**src/rtl/plca_wd_pkg.sv**
```systemverilog
package plca_wd_pkg;
  typedef enum logic {
    MODE_CSMA = 1'b0,
    MODE_PLCA = 1'b1
  } plca_mode_e;
endpackage

```
**src/rtl/wd_opp_counter.sv**
```systemverilog
module wd_opp_counter #(
  parameter int CNT_MAX = 255,
  parameter int CNT_W   = 8
) (
  input  logic             clk,
  input  logic             rst_n,
  input  logic             clear_i,
  input  logic             adv_i,
  output logic [CNT_W-1:0] cnt_o,
  output logic             sat_o
);
  localparam logic [CNT_W-1:0] TOP = CNT_W'(CNT_MAX);

  logic [CNT_W-1:0] cnt_q;

  always_ff @(posedge clk) begin
    if (!rst_n)                      cnt_q <= '0;
    else if (clear_i)                cnt_q <= '0;
    else if (adv_i && cnt_q != TOP)  cnt_q <= cnt_q + 1'b1;
  end

  assign cnt_o = cnt_q;
  assign sat_o = (cnt_q == TOP);
endmodule

```
**src/rtl/wd_loss_timer.sv**
```systemverilog
module wd_loss_timer #(
  parameter int TIMEOUT_CYC = 1625000,
  parameter int TMR_W       = 21
) (
  input  logic             clk,
  input  logic             rst_n,
  input  logic             run_i,
  output logic [TMR_W-1:0] tmr_o,
  output logic             expire_o
);
  localparam logic [TMR_W-1:0] LAST = TMR_W'(TIMEOUT_CYC - 1);

  logic [TMR_W-1:0] tmr_q;

  always_ff @(posedge clk) begin
    if (!rst_n)                      tmr_q <= '0;
    else if (!run_i || tmr_q == LAST) tmr_q <= '0;
    else                             tmr_q <= tmr_q + 1'b1;
  end

  assign tmr_o    = tmr_q;
  assign expire_o = run_i && (tmr_q == LAST);
endmodule

```
**src/rtl/wd_maxid_latch.sv**
```systemverilog
module wd_maxid_latch #(
  parameter int CNT_W = 8
) (
  input  logic             clk,
  input  logic             rst_n,
  input  logic             load_i,
  input  logic [CNT_W-1:0] value_i,
  output logic [CNT_W-1:0] max_id_o
);
  logic [CNT_W-1:0] id_q;

  always_ff @(posedge clk) begin
    if (!rst_n)      id_q <= '0;
    else if (load_i) id_q <= value_i;
  end

  assign max_id_o = id_q;
endmodule

```
**src/rtl/plca_beacon_watchdog.sv**
```systemverilog
module plca_beacon_watchdog
  import plca_wd_pkg::*;
#(
  parameter int CNT_MAX     = 255,
  parameter int TIMEOUT_CYC = 1625000,
  localparam int CNT_W      = $clog2(CNT_MAX + 1),
  localparam int TMR_W      = (TIMEOUT_CYC > 2) ? $clog2(TIMEOUT_CYC) : 1
) (
  input  logic             clk,
  input  logic             rst_n,
  input  logic             beacon_i,
  input  logic             to_adv_i,
  output logic             plca_active_o,
  output logic             status_chg_o,
  output logic             csma_fallback_o,
  output logic [CNT_W-1:0] max_id_o
);
  plca_mode_e       mode_q, mode_d;
  logic             chg_q;
  logic [CNT_W-1:0] opp_cnt;
  logic             opp_sat;
  logic [TMR_W-1:0] tmr_val;
  logic             tmr_run, tmr_expire;

  wd_opp_counter #(.CNT_MAX(CNT_MAX), .CNT_W(CNT_W)) u_opp (
    .clk(clk), .rst_n(rst_n), .clear_i(beacon_i), .adv_i(to_adv_i),
    .cnt_o(opp_cnt), .sat_o(opp_sat)
  );

  assign tmr_run = opp_sat && (mode_q == MODE_PLCA) && !beacon_i;

  wd_loss_timer #(.TIMEOUT_CYC(TIMEOUT_CYC), .TMR_W(TMR_W)) u_tmr (
    .clk(clk), .rst_n(rst_n), .run_i(tmr_run),
    .tmr_o(tmr_val), .expire_o(tmr_expire)
  );

  wd_maxid_latch #(.CNT_W(CNT_W)) u_maxid (
    .clk(clk), .rst_n(rst_n), .load_i(beacon_i), .value_i(opp_cnt),
    .max_id_o(max_id_o)
  );

  always_comb begin
    mode_d = mode_q;
    if (beacon_i)        mode_d = MODE_PLCA;
    else if (tmr_expire) mode_d = MODE_CSMA;
  end

  always_ff @(posedge clk) begin
    if (!rst_n) begin
      mode_q <= MODE_CSMA;
      chg_q  <= 1'b0;
    end else begin
      mode_q <= mode_d;
      chg_q  <= (mode_d != mode_q);
    end
  end

  assign plca_active_o   = (mode_q == MODE_PLCA);
  assign csma_fallback_o = (mode_q == MODE_CSMA);
  assign status_chg_o    = chg_q;
endmodule

```
**config.mk**
```make
export PLATFORM = sky130hd
export DESIGN_NAME = plca_beacon_watchdog
export DESIGN_NICKNAME = d
export VERILOG_FILES = /design/src/rtl/plca_wd_pkg.sv /design/src/rtl/wd_opp_counter.sv /design/src/rtl/wd_loss_timer.sv /design/src/rtl/wd_maxid_latch.sv /design/src/rtl/plca_beacon_watchdog.sv
export SDC_FILE = /design/constraint.sdc
export NUM_CORES = 1
export LEC_CHECK = 0
export BUFFER_PORTS_ARGS = -buffer_cell sky130_fd_sc_hd__buf_2
export CAP_MARGIN = 20
export CORE_MARGIN = 1
export CORE_UTILIZATION = 50
export DETAILED_ROUTE_END_ITERATION = 12
export PLACE_DENSITY = 0.69
export SETUP_SLACK_MARGIN = 0.15
export SKIP_CTS_REPAIR_TIMING = 1
export SLEW_MARGIN = 20
export SYNTH_ARGS = -nofsm -noshare
export SYNTH_HDL_FRONTEND = slang
export SYNTH_HIERARCHICAL = 1
export SYNTH_SLANG_ARGS = --single-unit
```
**constraint.sdc**
```tcl
create_clock -name clk -period 4.5 [get_ports clk]
set_clock_uncertainty 0.15 [all_clocks]
set_input_delay 1.125 -clock clk [delete_from_list [all_inputs] [get_ports clk]]
set_output_delay 1.125 -clock clk [all_outputs]
set_load 0.03 [all_outputs]
```
==> results.toml <==
[worst_setup_path]
worstPathArrival_ns = 2.38
crit_chain = "ha_1 > nand3_1 > or4_1 > or3_1 > a21oi_2"
required_ns = 4.61
critPathLaunchType = "flop"
crit_path_max_fanout = 7
end_kind = "flop"
critical-path-slowest-cell = "or4_1"
critical_path_class = "reg -> reg"
max_stage_delay_ns = 0.69

[layout]
layout_commonest_cell = "dfxtp_1"
stdcell_area_um2 = 1950
fill_cells = 322
regArea_um2 = 781
multi_input_comb_area_um2 = 965
drive_gt1_share_pct = 13.7
n_antenna_cell = 0
nNetsFinal = 216
area_delta_synth_final_pct = 8.03
layout_common_cells = "dfxtp_1, nor2_1, buf_2, mux2i_1"

[sta]
worst_pin_slew_ns = 0.524
setup_viol = 0
rsz0062_at_grt = "no"
slew_viol_final = 0
fin_crit_ns = 2.27
setup_ws_ns = 2.23
setup_tns_ns = 0
final-hold-violation-count = 0
fin_crit_sh_pct = 50.5
fmax_mhz = 440
slew_headroom_pct = 65.0

[synthesis]
ys_types = 46
synthTopCellsByArea = "dfxtp_1, mux2i_1, xnor2_1"
syn_area_um2 = 1810
synth-warning-count = 6
synthFlopType = "dfxtp_1"
synth_top_area_share_pct = 43.2
synth_edf_count = 0
syn_avg_cell_area_um2 = 9.37
synth_top_area_cell = "dfxtp_1"
synthCells = 193
async_flop_share_pct = 0
synth_fp_nets = 199
yosysSeqAreaShare_pct = 43.2
synth-seq-cells = 39

[die]
fp.dieH_um = 62.1
initial_core_util_pct = 53.3
die-area_um2 = 3860
rows = 21
core-area_um2 = 3390
die_w_um = 62.1
io_pins = 15

[global_route]
grt_max_degree = 20
antenna_found_initial = 0
grt-ovfl-total = 0
first_global_vias = 1352
grt.total_usage_pct = 19.5
grt_pass1_wl_mm = 6.02

[drt]
drc = 0
wirelength_mm = 3.52
final_antenna_net_count = 0
vias_per_cell = 5.65
drt_iter0_drc = 57
vias = 1451
drtPass1Iterations = 4
detail_route.wl_per_cell_um = 13.7

[place]
finalWeightedCongestion = 0.822
placed_cell_area_um2 = 1900
dp_hpwl_mm = 2.49
pre_cts_ws_ns = 2.14
io_buffers = 14

[clock_network]
root_buffer = "clkbuf_4"
cts_max_path_buffers = 2
path_clk_slew_ns = 0.11
cts.sink_count = 39
cts_made_buffers = 5
ctsHtreeMaxLevel = 2
clkLatencyLatePin_ns = 0.33
cts_tree = "yes"

[run_status]
outcome = "finished, final reports clean"

[pwr]
powerDensity_nw_per_um2 = 274
cellLeakagePower_nw = 0.670
irDropWorstVdd_mv = 0.149
power_w = 0.000536

[flow_run]
max_cap_viol_count = 0

[hold_path]
hold_class = "reg -> reg"
## critical path: cells and delay by family, from the launching register on
kind | cells | cell delay, ns
fa+ha+maj | 1 | 0.27
simple gates | 3 | 1.25
flops | 1 | 0.40
compound gates | 1 | 0.14
## through the flow
| stage | std cells | util [%] | hold WS, ns |
|---|---|---|---|
| after detailed placement | 249 | 56.1 | 0.303 |
| after global routing | 257 | 57.6 | 0.342 |
| after CTS | 257 | 57.6 | 0.331 |
| after global placement | 249 | 56.1 | 0.290 |
| final | 257 | 57.6 | 0.339 |
| after floorplan | 193 | - | 0.280 |
## metal layers
layer / track usage [%] / wire, µm / up-vias
li1: - / - / 719
met1: 25.4 / 1680 / 676
met2: 31.6 / 1610 / 54
met3: 3.31 / 210 / 2
met4: 8.72 / 20 / 0
met5: 0 / 0 / -
## power breakdown
part           leakage, nW  switching (W)  total (W)  internal, W
registers            0.315     0.00000164   0.000349     0.000347
logic                0.326      0.0000132  0.0000209   0.00000771
clock network       0.0293       0.000105   0.000166    0.0000610
total                0.670       0.000120   0.000536     0.000416
## cells in the mapped netlist (2+ instances only)
library cell / count
nand3_1: 7
xor2_1: 3
or3_1: 3
nor2_1: 19
nor3_1: 7
nand2b_1: 2
inv_1: 8
nand4_1: 4
nor4_1: 3
o21ai_0: 6
xnor2_1: 10
nor2b_1: 10
buf_6: 2
and3_1: 4
ha_1: 2
mux2i_1: 11
and4_1: 3
a21oi_1: 10
and2_1: 2
or4_1: 2
buf_2: 2
dfxtp_1: 39
nand2_1: 10
nor4b_1: 2
## flip-flops by register name, indices dropped and copies added, names as in the netlist
signal            cells
plca_active_o         1
status_chg_o          1
u_maxid/max_id_o      8
u_opp/cnt_o           8
u_tmr/tmr_o          21
## final cells by class
class | count | area share [%]
multi-input cells | 142 | 49.4
flip-flops and latches | 39 | 40.0
repair buffers | 14 | 3.59
well taps | 46 | 2.95
clock buffers | 7 | 2.31
inverters | 8 | 1.54
clock inverters | 1 | 0.256
## cells by family after synthesis
family	share of synthesized area (%)
compound gates	10.5
xor+xnor	6.30
fa+ha+maj	1.38
buf+inv	3.46
flops	43.2
mux	6.09
simple gates	29.1
## path summary, 6_finish.rpt
| check | depth (start not counted) | to | from | slack, ns |
|---|---|---|---|---|
| setup / recovery | 5 | u_tmr/tmr_o[16] | u_tmr/tmr_o[0] | 2.23 |
| hold / removal | 1 | u_tmr/tmr_o[0] | u_tmr/tmr_o[0] | 0.34 |
| setup reg to reg | 5 | u_tmr/tmr_o[16] | u_tmr/tmr_o[0] | 2.23 |
| hold reg to reg | 1 | u_tmr/tmr_o[0] | u_tmr/tmr_o[0] | 0.34 |
Power figures use the tool's default switching activity.
